`src/rtl/trip_pkg.sv`:
```
package trip_pkg;

  typedef enum logic [1:0] {
    ACT_PASS   = 2'b00,
    ACT_LOW    = 2'b01,
    ACT_HIGH   = 2'b10,
    ACT_TOGGLE = 2'b11
  } act_e;

  typedef enum logic [1:0] {
    TRIP_NONE  = 2'b00,
    TRIP_CYCLE = 2'b01,
    TRIP_SHOT  = 2'b10
  } trip_e;

  // strobes from control to datapath
  typedef struct packed {
    trip_e kind;   // which trip kind governs the legs this cycle
    logic  enter;  // first cycle of this trip kind
  } trip_stb_t;

endpackage

```
`src/rtl/trip_sync.sv`:
```
module trip_sync #(
  parameter int NUM_SRC = 3,
  parameter int STAGES  = 2
) (
  input  logic               clk,
  input  logic               rstN,
  input  logic [NUM_SRC-1:0] asyncIn,
  output logic [NUM_SRC-1:0] syncOut
);

  localparam int LAST = STAGES - 1;

  for (genvar s = 0; s < NUM_SRC; s++) begin : g_src
    logic [STAGES-1:0] chain;
    always_ff @(posedge clk) begin
      if (!rstN) begin
        chain <= '0;
      end else begin
        chain[0] <= asyncIn[s];
        for (int k = 1; k < STAGES; k++) begin
          chain[k] <= chain[k-1];
        end
      end
    end
    assign syncOut[s] = chain[LAST];
  end

endmodule

```
`src/rtl/trip_ctrl.sv`:
```
module trip_ctrl
  import trip_pkg::*;
#(
  parameter int NUM_SRC = 3
) (
  input  logic               clk,
  input  logic               rstN,
  input  logic [NUM_SRC-1:0] faultSync,
  input  logic [NUM_SRC-1:0] srcEnable,
  input  logic [NUM_SRC-1:0] srcMode,
  input  logic               swClear,
  output trip_stb_t          stb
);

  logic [NUM_SRC-1:0] shotLatch;
  logic [NUM_SRC-1:0] shotHit;
  logic [NUM_SRC-1:0] shotVec;
  logic [NUM_SRC-1:0] cycVec;
  trip_e              kindNow;
  trip_e              kindPrev;

  assign shotHit = srcEnable & srcMode & faultSync;
  // a latched bit only counts while its source stays enabled
  assign shotVec = srcEnable & (shotLatch | shotHit);
  assign cycVec  = srcEnable & ~srcMode & faultSync;

  for (genvar s = 0; s < NUM_SRC; s++) begin : g_latch
    always_ff @(posedge clk) begin
      if (!rstN) begin
        shotLatch[s] <= 1'b0;
      end else if (swClear || !srcEnable[s]) begin
        shotLatch[s] <= 1'b0;
      end else if (shotHit[s]) begin
        shotLatch[s] <= 1'b1;
      end
    end
  end

  // latched trips outrank follow trips
  always_comb begin
    if (|shotVec) begin
      kindNow = TRIP_SHOT;
    end else if (|cycVec) begin
      kindNow = TRIP_CYCLE;
    end else begin
      kindNow = TRIP_NONE;
    end
  end

  always_ff @(posedge clk) begin
    if (!rstN) begin
      kindPrev <= TRIP_NONE;
    end else begin
      kindPrev <= kindNow;
    end
  end

  assign stb.kind  = kindNow;
  assign stb.enter = (kindNow != TRIP_NONE) && (kindNow != kindPrev);

endmodule

```
`src/rtl/trip_lane.sv`:
```
module trip_lane
  import trip_pkg::*;
(
  input  logic      clk,
  input  logic      rstN,
  input  logic      legIn,
  input  logic [1:0] actShot,
  input  logic [1:0] actCyc,
  input  trip_stb_t stb,
  output logic      legOut
);

  act_e actSel;
  logic legNext;

  always_comb begin
    case (stb.kind)
      TRIP_SHOT:  actSel = act_e'(actShot);
      TRIP_CYCLE: actSel = act_e'(actCyc);
      default:    actSel = ACT_PASS;
    endcase
  end

  always_comb begin
    case (actSel)
      ACT_LOW:    legNext = 1'b0;
      ACT_HIGH:   legNext = 1'b1;
      ACT_TOGGLE: legNext = stb.enter ? ~legOut : legOut;
      default:    legNext = legIn;
    endcase
  end

  always_ff @(posedge clk) begin
    if (!rstN) begin
      legOut <= 1'b0;
    end else begin
      legOut <= legNext;
    end
  end

endmodule

```
`src/rtl/trip_datapath.sv`:
```
module trip_datapath
  import trip_pkg::*;
#(
  parameter int NUM_LEGS = 2
) (
  input  logic                  clk,
  input  logic                  rstN,
  input  logic [NUM_LEGS-1:0]   legIn,
  input  logic [2*NUM_LEGS-1:0] actShotVec,
  input  logic [2*NUM_LEGS-1:0] actCycVec,
  input  trip_stb_t             stb,
  output logic [NUM_LEGS-1:0]   legOut
);

  for (genvar g = 0; g < NUM_LEGS; g++) begin : g_leg
    trip_lane u_lane (
      .clk     (clk),
      .rstN    (rstN),
      .legIn   (legIn[g]),
      .actShot (actShotVec[2*g +: 2]),
      .actCyc  (actCycVec[2*g +: 2]),
      .stb     (stb),
      .legOut  (legOut[g])
    );
  end

endmodule

```
`src/rtl/pwm_trip_guard.sv`:
```
module pwm_trip_guard
  import trip_pkg::*;
#(
  parameter int NUM_SRC     = 3,
  parameter int SYNC_STAGES = 2
) (
  input  logic               clk,
  input  logic               rstN,
  input  logic               pwmAIn,
  input  logic               pwmBIn,
  input  logic [NUM_SRC-1:0] faultIn,
  input  logic [NUM_SRC-1:0] srcEnable,
  input  logic [NUM_SRC-1:0] srcMode,
  input  logic [1:0]         actShotA,
  input  logic [1:0]         actShotB,
  input  logic [1:0]         actCycA,
  input  logic [1:0]         actCycB,
  input  logic               swClear,
  output logic               pwmAOut,
  output logic               pwmBOut
);

  logic [NUM_SRC-1:0] faultSync;
  trip_stb_t          stb;
  logic [1:0]         legOut;

  trip_sync #(.NUM_SRC(NUM_SRC), .STAGES(SYNC_STAGES)) u_sync (
    .clk     (clk),
    .rstN    (rstN),
    .asyncIn (faultIn),
    .syncOut (faultSync)
  );

  trip_ctrl #(.NUM_SRC(NUM_SRC)) u_ctrl (
    .clk       (clk),
    .rstN      (rstN),
    .faultSync (faultSync),
    .srcEnable (srcEnable),
    .srcMode   (srcMode),
    .swClear   (swClear),
    .stb       (stb)
  );

  trip_datapath #(.NUM_LEGS(2)) u_dp (
    .clk        (clk),
    .rstN       (rstN),
    .legIn      ({pwmBIn, pwmAIn}),
    .actShotVec ({actShotB, actShotA}),
    .actCycVec  ({actCycB, actCycA}),
    .stb        (stb),
    .legOut     (legOut)
  );

  assign pwmAOut = legOut[0];
  assign pwmBOut = legOut[1];

endmodule

```
`config.mk`:
```
export PLATFORM = sky130hd
export DESIGN_NAME = pwm_trip_guard
export DESIGN_NICKNAME = d
export VERILOG_FILES = /design/src/rtl/trip_pkg.sv /design/src/rtl/trip_sync.sv /design/src/rtl/trip_ctrl.sv /design/src/rtl/trip_lane.sv /design/src/rtl/trip_datapath.sv /design/src/rtl/pwm_trip_guard.sv
export SDC_FILE = /design/constraint.sdc
export NUM_CORES = 1
export LEC_CHECK = 0
export BUFFER_PORTS_ARGS = -buffer_cell sky130_fd_sc_hd__buf_4
export CAP_MARGIN = 25
export CORE_UTILIZATION = 41
export DETAILED_ROUTE_END_ITERATION = 6
export PLACE_DENSITY_LB_ADDON = 0.08
export SLEW_MARGIN = 10
export SYNTH_ARGS = -nofsm -noshare
export SYNTH_HDL_FRONTEND = slang
export SYNTH_SLANG_ARGS = --single-unit
```
`constraint.sdc`:
```
create_clock -name clk -period 1.6 [get_ports clk]
set_input_delay 0.24 -clock clk [delete_from_list [all_inputs] [get_ports clk]]
set_output_delay 0.24 -clock clk [all_outputs]
set_load 0.005 [all_outputs]
```
==> results of run 1 <==
## synth_stat cells
cell type / number
a31o_2: 1
inv_1: 5
o211ai_1: 2
or2_2: 2
nand3_1: 1
a21oi_1: 2
nand2b_1: 3
a31oi_1: 3
nor2b_1: 2
nor2_1: 4
nand3b_1: 3
nand2_1: 5
and3_1: 1
nand4b_1: 3
a21boi_0: 2
a222oi_1: 1
dfxtp_1: 13
and2_2: 1
and2_1: 6
a21o_1: 3
o211a_1: 1
o221a_1: 1
nand4_1: 2
o31ai_1: 2
## placed cells by master, fill, tap and decap left out, drive strengths merged, types with 3 or more instances in the layout
cell type   n
nand2       5
inv         5
clkbuf      4
nand2b      3
nand3b      3
buf        25
a31oi       3
dfxtp      13
and2        7
nand4b      3
a21o        3
nor2        4
## layout make-up
type                       count  area (um^2)  area share (%)
multi-input combinational     51          332            39.3
sequential                    13          260            30.9
timing repair buffer          25          188            22.3
clock buffer                   4         26.3            3.12
inverter                       5         18.8            2.23
tap                           15         18.8            2.23
## per-layer routing
metal,share of wire [%],up-vias,GRT usage [%]
met1,49,266,24.2
met2,40,22,24.2
met4,2.5,0,15.0
met3,7.9,4,10.0
li1,-,307,-
met5,0,-,0
## power by group
group | leakage (nW) | internal (W) | total (W) | switching [W]
logic | 0.267 | 0.0000663 | 0.000104 | 0.0000377
registers | 0.107 | 0.000337 | 0.000346 | 0.00000910
clock network | 0.0150 | 0.0000970 | 0.000205 | 0.000108
total | 0.388 | 0.000500 | 0.000655 | 0.000155
## final timing paths
| path | startpoint | slack, ns | cells after the start | endpoint |
|---|---|---|---|---|
| worst max-delay path | u_sync.g_src[1].chain[1] | 0.20 | 5 | u_dp.g_leg[0].u_lane.legOut |
| worst min-delay path | faultIn[0] | 0.16 | 2 | u_sync.g_src[0].chain[0] |
| worst max register to register | u_sync.g_src[1].chain[1] | 0.20 | 5 | u_dp.g_leg[0].u_lane.legOut |
| worst min register to register | u_sync.g_src[0].chain[0] | 0.42 | 1 | u_sync.g_src[0].chain[1] |
## registers in the layout, summed over array words and instances, names as in the netlist
signal                    cells
u_sync.g_src.chain            6
u_ctrl.kindPrev               2
u_ctrl.shotLatch              3
u_dp.g_leg.u_lane.legOut      2
## per-stage QoR
stage | cells | cell area, um^2 | power (W) | hold slack (ns) | setup WS [ns]
after global placement | 108 | 810 | 0.000454 | 0.416 | 0.227
after detailed placement | 108 | 810 | 0.000455 | 0.418 | 0.173
after floorplan | 69 | 611 | 0.000393 | 0.354 | 0.0134
after CTS | 112 | 836 | 0.000666 | 0.152 | 0.173
final | 113 | 843 | 0.000655 | 0.164 | 0.204
after global routing | 113 | 843 | 0.000694 | 0.150 | 0.0136
## critical path: cells and delay by family (launching register included)
kind            cells  cell delay (ns)
buf+inv             1             0.21
flops               1             0.32
compound gates      4             0.77
## logic make-up after synthesis
family / count (synthesis)
AOI/OAI and AO/OA: 18
and+or+nand+nor: 33
buffers and inverters: 5
DFF: 13
## timing repair
item                                    4_1_cts  5_1_grt
hold buffers                                  0        0
endpoints found under the setup margin        0        1
setup buffers                                 0        1
==> run metrics, run 1 <==
status=finished, final reports clean; Worst-path clk slew=0.08 ns; crit path max fanout=8; # diodes=0; # DRC=0; Vias per Instance=5.30; FF+latch count, synth=13; Crit path largest cell delay=0.32 ns; PD cells=777 nW/um^2; Post-Route WL=1300 um; largest net degree at the start of global routing=9; critical path startpoint category=flip-flop; Root Driver=clkbuf_4; CTS Buf Count=3; fin crit share=87.3%; compound-cell area share of the yosys netlist=22.3%; Via Count=599; Layout fillers=117; Rows=13; P_leak=0.388 nW; post-cts sizing count=0; post-synthesis mux area share=0%; Worst Tran Pin Value=0.272 ns; CTS Buffer Depth=2; fin. max-slew vios=0; fmax=0.716 GHz; post-synthesis cell type count=24; Avg WL per Cell=11.5 um; post-DP HPWL=965 um; Final GP Congestion=0.839; setup violators final=0; Synth Warn #=0; CTS sink cnt=13; crit path DAT=1.59 ns; post-synth top area share=42.6%; Synth Area in Simple Gates=32.0%; grt ovf=0; crit-path cells=a21o_1, a222oi_1, buf_4, a21oi_1, o31ai_1; vias in the first global route=450; ranking of synthesized cells by area=dfxtp_1 (43%), and2_1 (6.1%), nand4b_1 (4.3%); Post-Synth XOR/XNOR Area=0%; RSZ-0062 raised after global routing=false; worst min-delay path class=in2reg; overall global routing resource usage=19.4%; Core Area=1350 um^2; VDD IR-drop max=0.477 mV; Final Core Density=62.5%; DR pass1 iterations=4; H-tree depth=1; antenna-violating nets left=0; Mapped Avg Cell Area=8.85 um^2; Final Critical Period=1.40 ns; first-pass GRT wire length=1900 um; synthesized cell area=611 um^2; Initial Utilization=45.2%; die area=1650 um^2; critical path required time=1.79 ns; Synth area leader=dfxtp_1; Die W=40.6 um; main combinational cell family by area after synthesis=simple AND/OR/NAND/NOR gates; number of port buffers=23; Ports=24; setup tns final=0 ns; relative slew slack=81.8%; Layout Skew=0.00994 ns; Adder-Cell Fraction of Synth Area=0%; CTS tree=yes; slowest CP cell=dfxtp_1; share of cells above drive strength 1=32.7%; max cap viols=0; Syn Nets=91; CP Capture Type=flip-flop; Seq/Total Area, Yosys=42.6%; DR iter-0 viols=10; final hold vios=0; initial antenna violation count=0; Total Nets Final=121; worst-skew pair later-pin latency=0.29 ns; Die Ht=40.6 um; Crit Path Class=reg2reg; Mapped Cells=69; P&R area growth vs syn=38.1%
Note: power is estimated with default switching activity, not from simulation.
==> inputs of run 2 (changes only) <==
- CORE_UTILIZATION: 41 -> 45
- clock period: 1.6 -> 1.5 ns (I/O delays scaled with it)
==> run metrics, run 2 (synthesized netlist as in run 1, its figures left out) <==
P_leak=0.386 nW (-0.50%); Post-Route WL=1360 um (+4.7%); vias in the first global route=531 (+18%); setup violators final=0 (unchanged); Avg WL per Cell=12.3 um (+6.6%); H-tree depth=1 (unchanged); largest net degree at the start of global routing=9 (unchanged); Cell Area, Placed=808 um^2 (-0.15%); worst-skew pair later-pin latency=0.28 ns (about the same); Root Driver=clkbuf_4; VDD IR-drop max=0.810 mV (+70%); max reg flops=6 (unchanged); CP Capture Type=flip-flop; CTS Buffer Depth=2 (unchanged); DR iter-0 viols=23 (+13); overall global routing resource usage=21.6% (+2.3 points); grt ovf=0 (unchanged); CTS tree=yes; # diodes=0 (unchanged); GRT busiest layer=met2; hold path depth=2 (unchanged); Pint=0.000527 W (+5.4%); total power=0.000695 W (+6.0%); fin crit share=90.8% (+3.5 points); met3 usage in global routing=8.67% (-1.3 points); Worst-path clk slew=0.08 ns (about the same); antenna-violating nets left=0 (unchanged); Post-Layout Inst Area=836 um^2 (-0.89%); GRT met1 Usage=25.4% (+1.3 points); number of port buffers=23 (unchanged); Die W=38.8 um (-4.3%); Layout Skew=0.00610 ns (-0.00385 ns); Ports=24 (unchanged); postcts setup bufs=0 (unchanged); crit path DAT=1.55 ns (-0.04 ns); critical path required time=1.69 ns (-0.10 ns); Place WS=0.105 ns (-0.0679 ns); status=finished, final reports clean; worst min-delay path class=in2reg; Final Critical Period=1.36 ns (-0.0341 ns); Sw Pwr=0.000167 W (+7.8%); Vias per Instance=5.44 (+2.7%); commonest non-fill, non-tap cell in the layout=buf_4; Initial Utilization=51.5% (+6.2 points); crit path max fanout=8 (unchanged); Total Nets Final=120 (-0.83%); CTS sink cnt=13 (unchanged); Crit Path Class=reg2reg; Gate power share=15.8% (about the same); Regs by FF count=u_sync.g_src.chain: 6 flops, u_ctrl.shotLatch: 3 flops; PD cells=831 nW/um^2 (+6.9%); relative slew slack=81.6% (-0.15 points); Sequential Power Share=53.2% (+0.4 points); Rows=12 (-1); first-pass GRT wire length=2150 um (+13%); max cap viols=0 (unchanged); met2 usage=35.0% (+11 points); RSZ-0062 raised after global routing=false; Net Sw Frac=24.1% (+0.41 points); fin. max-slew vios=0 (unchanged); critical path startpoint category=flip-flop; Hold-fix buffers, CTS=0 (unchanged); P&R area growth vs syn=36.9%; Clk network pwr share=31.0% (-0.3 points); initial antenna violation count=0 (unchanged); reg2reg path depth=5 (unchanged); CTS Buf Count=3 (unchanged); post-DP HPWL=1080 um (+12%); Core Area=1190 um^2 (-12%); DR pass1 iterations=4 (unchanged); die area=1510 um^2 (-8.5%); largest reg by FF count=u_sync.g_src.chain; share of cells above drive strength 1=33.0% (+0.34 points); Hold Worst Slack=0.147 ns (-0.0179 ns); # DRC=0 (unchanged); final hold vios=0 (unchanged); fmax=0.734 GHz (+2.5%); final worst slack=0.138 ns (-0.0659 ns); most frequent cells in the layout=buf_4 (24), dfxtp_1 (13), and2_1 (6); Worst Tran Pin Value=0.275 ns (+0.00229 ns); post-cts sizing count=0 (unchanged); Die Ht=38.8 um (-4.3%); Via Count=604 (+0.83%); Final GP Congestion=0.743 (-11%)
==> run 2: final timing paths <==
path / start / endpoint / slack, ns
hold / removal: faultIn[1] / u_sync.g_src[1].chain[0] / 0.15
setup / recovery: u_sync.g_src[1].chain[1] / u_dp.g_leg[0].u_lane.legOut / 0.14
hold reg to reg: u_sync.g_src[2].chain[0] / u_sync.g_src[2].chain[1] / 0.45
setup reg to reg: u_sync.g_src[1].chain[1] / u_dp.g_leg[0].u_lane.legOut / 0.14
==> run 2: critical path, stage by stage, from the launching register on <==
cell,delay (ns)
dfxtp_1,0.33
a21o_1,0.17
a222oi_1,0.31
buf_4,0.21
a21oi_1,0.05
o31ai_1,0.21
==> run 2: metrics by stage <==
stage	cells	TNS (ns)	utilization, %
2_1_floorplan	69	-0.0531	-
3_3_place_gp	107	0	68.1
3_5_place_dp	107	0	68.1
4_1_cts	111	0	70.5
5_1_grt	111	0	70.5
6_report	111	0	70.5
==> run 2: area by class of cell <==
cell class              instances  area (um^2)
multi-input cells              51          332
flip-flops and latches         13          260
clock inverters                 1         5.00
inverters                       5         18.8
well taps                      14         17.5
repair buffers                 24          180
clock buffers                   3         22.5
fillers                       101          350
==> run 2: power by group through the flow <==
stage	clock network (W)	registers, W	logic, W
2_1_floorplan	0	0.000375	0.0000435
3_3_place_gp	0	0.000377	0.000107
3_5_place_dp	0	0.000377	0.000110
4_1_cts	0.000224	0.000369	0.000110
5_1_grt	0.000243	0.000371	0.000122
6_report	0.000215	0.000369	0.000110
==> run 2: per-layer routing <==
metal | wire length (um) | share of wire (%)
met1 | 632 | 46
met2 | 653 | 48
met3 | 79 | 5.8
met4 | 0 | 0
met5 | 0 | 0
==> inputs of run 3 (changes only) <==
- CELL_PAD_IN_SITES_DETAIL_PLACEMENT: not set -> 1
- CELL_PAD_IN_SITES_GLOBAL_PLACEMENT: not set -> 1
- CORE_UTILIZATION: 45 -> 25
==> run metrics, run 3 (synthesized netlist as in run 1, its figures left out) <==
post-cts sizing count=0 (unchanged); max reg flops=6 (unchanged); worst-skew pair later-pin latency=0.28 ns (about the same); relative slew slack=81.7% (+0.13 points); antenna-violating nets left=0 (unchanged); CP Capture Type=flip-flop; status=finished, final reports clean; Vias per Instance=4.79 (-12%); setup violators final=0 (unchanged); Gate power share=15.7% (about the same); Register Area=260 um^2 (unchanged); worst min-delay path class=in2reg; Final Critical Period=1.38 ns (+0.0146 ns); Via Count=603 (-0.17%); reg2reg path depth=5 (unchanged); post-DP HPWL=1220 um (+13%); max cap viols=0 (unchanged); PD cells=820 nW/um^2 (-1.4%); commonest non-fill, non-tap cell in the layout=buf_4; largest net degree at the start of global routing=9 (unchanged); Die W=51.4 um (+32%); Post-Route WL=1480 um (+8.2%); VDD IR-drop max=0.459 mV (-43%); Regs by FF count=u_sync.g_src.chain: 6 flops, u_ctrl.shotLatch: 3 flops; Clk network pwr share=31.9% (+0.9 points); # DRC=0 (unchanged); number of port buffers=23 (unchanged); critical path startpoint category=flip-flop; RSZ-0062 raised after global routing=false; postcts setup bufs=0 (unchanged); Sw Pwr=0.000172 W (+2.8%); grt ovf=0 (unchanged); Initial Utilization=27.1% (-24 points); # diodes=0 (unchanged); Final GP Congestion=0.677 (-8.9%); die area=2640 um^2 (+75%); Layout Skew=0.00390 ns (-0.00219 ns); CTS sink cnt=13 (unchanged); Worst Tran Pin Value=0.273 ns (-0.00200 ns); vias in the first global route=600 (+13%); total power=0.000705 W (+1.4%); largest reg by FF count=u_sync.g_src.chain; fmax=0.726 GHz (-1.1%); Crit path largest cell delay=0.33 ns (about the same); Core Area=2250 um^2 (+90%); Post-Layout Inst Area=860 um^2 (+2.8%); Worst-path clk slew=0.08 ns (about the same); crit path max fanout=8 (unchanged); H-tree depth=1 (unchanged); P_leak=0.389 nW (+0.69%); share of cells above drive strength 1=32.7% (-0.34 points); crit-path cells=a21o_1, a222oi_1, buf_4, a21oi_1, o31ai_1; fin crit share=91.8% (+0.97 points); CTS tree=yes; area of the multi-input gates=332 um^2 (unchanged); CTS Buffer Depth=2 (unchanged); slowest CP cell=dfxtp_1; most frequent cells in the layout=buf_4 (25), dfxtp_1 (13), and2_1 (6); Cell Area, Placed=833 um^2 (+3.1%); crit path DAT=1.57 ns (+0.02 ns); Avg WL per Cell=11.7 um (-4.7%); P&R area growth vs syn=40.8%; DR iter-0 viols=1 (-96%); Crit Path Class=reg2reg; final hold vios=0 (unchanged); DR pass1 iterations=4 (unchanged); Total Nets Final=121 (+0.83%); critical path required time=1.70 ns (about the same); Net Sw Frac=24.4% (+0.33 points); fin. max-slew vios=0 (unchanged); Pint=0.000533 W (+0.99%); hold path depth=2 (unchanged); overall global routing resource usage=12.3% (-9.3 points); Sequential Power Share=52.3% (-0.9 points); Root Driver=clkbuf_4; first-pass GRT wire length=2340 um (+9.0%); Hold-fix buffers, CTS=0 (unchanged); Die Ht=51.4 um (+32%); initial antenna violation count=0 (unchanged); Layout fillers=296 (+190%); Ports=24 (unchanged); Rows=17 (+5); CTS Buf Count=3 (unchanged)
[run 3: cell types whose count changed in the layout (fill, tap and decap cells not counted), sizes merged]
cell	delta
clkbuf	+1
clkinv	-1
buf	+1
[run 3: cell type report]
type,instances,share of cell area (%)
well taps,28,4.08
repair buffers,25,21.8
flip-flops and latches,13,30.3
inverters,5,2.18
clock buffers,4,3.06
multi-input cells,51,38.6
[run 3: path summary, 6_finish.rpt]
kind | slack, ns | to | from
setup / recovery | 0.12 | u_dp.g_leg[1].u_lane.legOut | u_sync.g_src[1].chain[1]
hold / removal | 0.14 | u_sync.g_src[2].chain[0] | faultIn[2]
setup reg to reg | 0.12 | u_dp.g_leg[1].u_lane.legOut | u_sync.g_src[1].chain[1]
hold reg to reg | 0.44 | u_sync.g_src[2].chain[1] | u_sync.g_src[2].chain[0]
[run 3: stage by stage]
stage          instances  setup slack, ns  hold WS (ns)  utilization, %  setup TNS (ns)
5_1_grt              126          0.00177         0.139            38.1               0
4_1_cts              126            0.108         0.138            38.1               0
3_5_place_dp         122           0.0862         0.426            37.0               0
6_report             126            0.123         0.142            38.1               0
3_3_place_gp         122            0.131         0.416            37.0               0
2_1_floorplan         69          -0.0515         0.339               -         -0.0531
[run 3: critical path: cells and delay by family, from the launching register on]
kind | cells | cell delay (ns)
buffers and inverters | 1 | 0.21
DFF | 1 | 0.33
AOI/OAI and AO/OA | 4 | 0.75
[run 3: metal layers]
metal	global-route usage (%)	share of wire, %	vias up
met5	0	0	-
met4	8.11	2.7	0
met1	12.4	41	267
met2	22.1	47	24
met3	3.27	8.9	5
li1	-	-	307
[run 3: power groups by stage]
stage / Clock, W / Sequential [W] / Combinational [W]
after floorplan: 0 / 0.000375 / 0.0000435
after global placement: 0 / 0.000377 / 0.000111
after detailed placement: 0 / 0.000378 / 0.000113
after CTS: 0.000235 / 0.000369 / 0.000113
after global routing: 0.000249 / 0.000371 / 0.000124
final: 0.000225 / 0.000369 / 0.000111
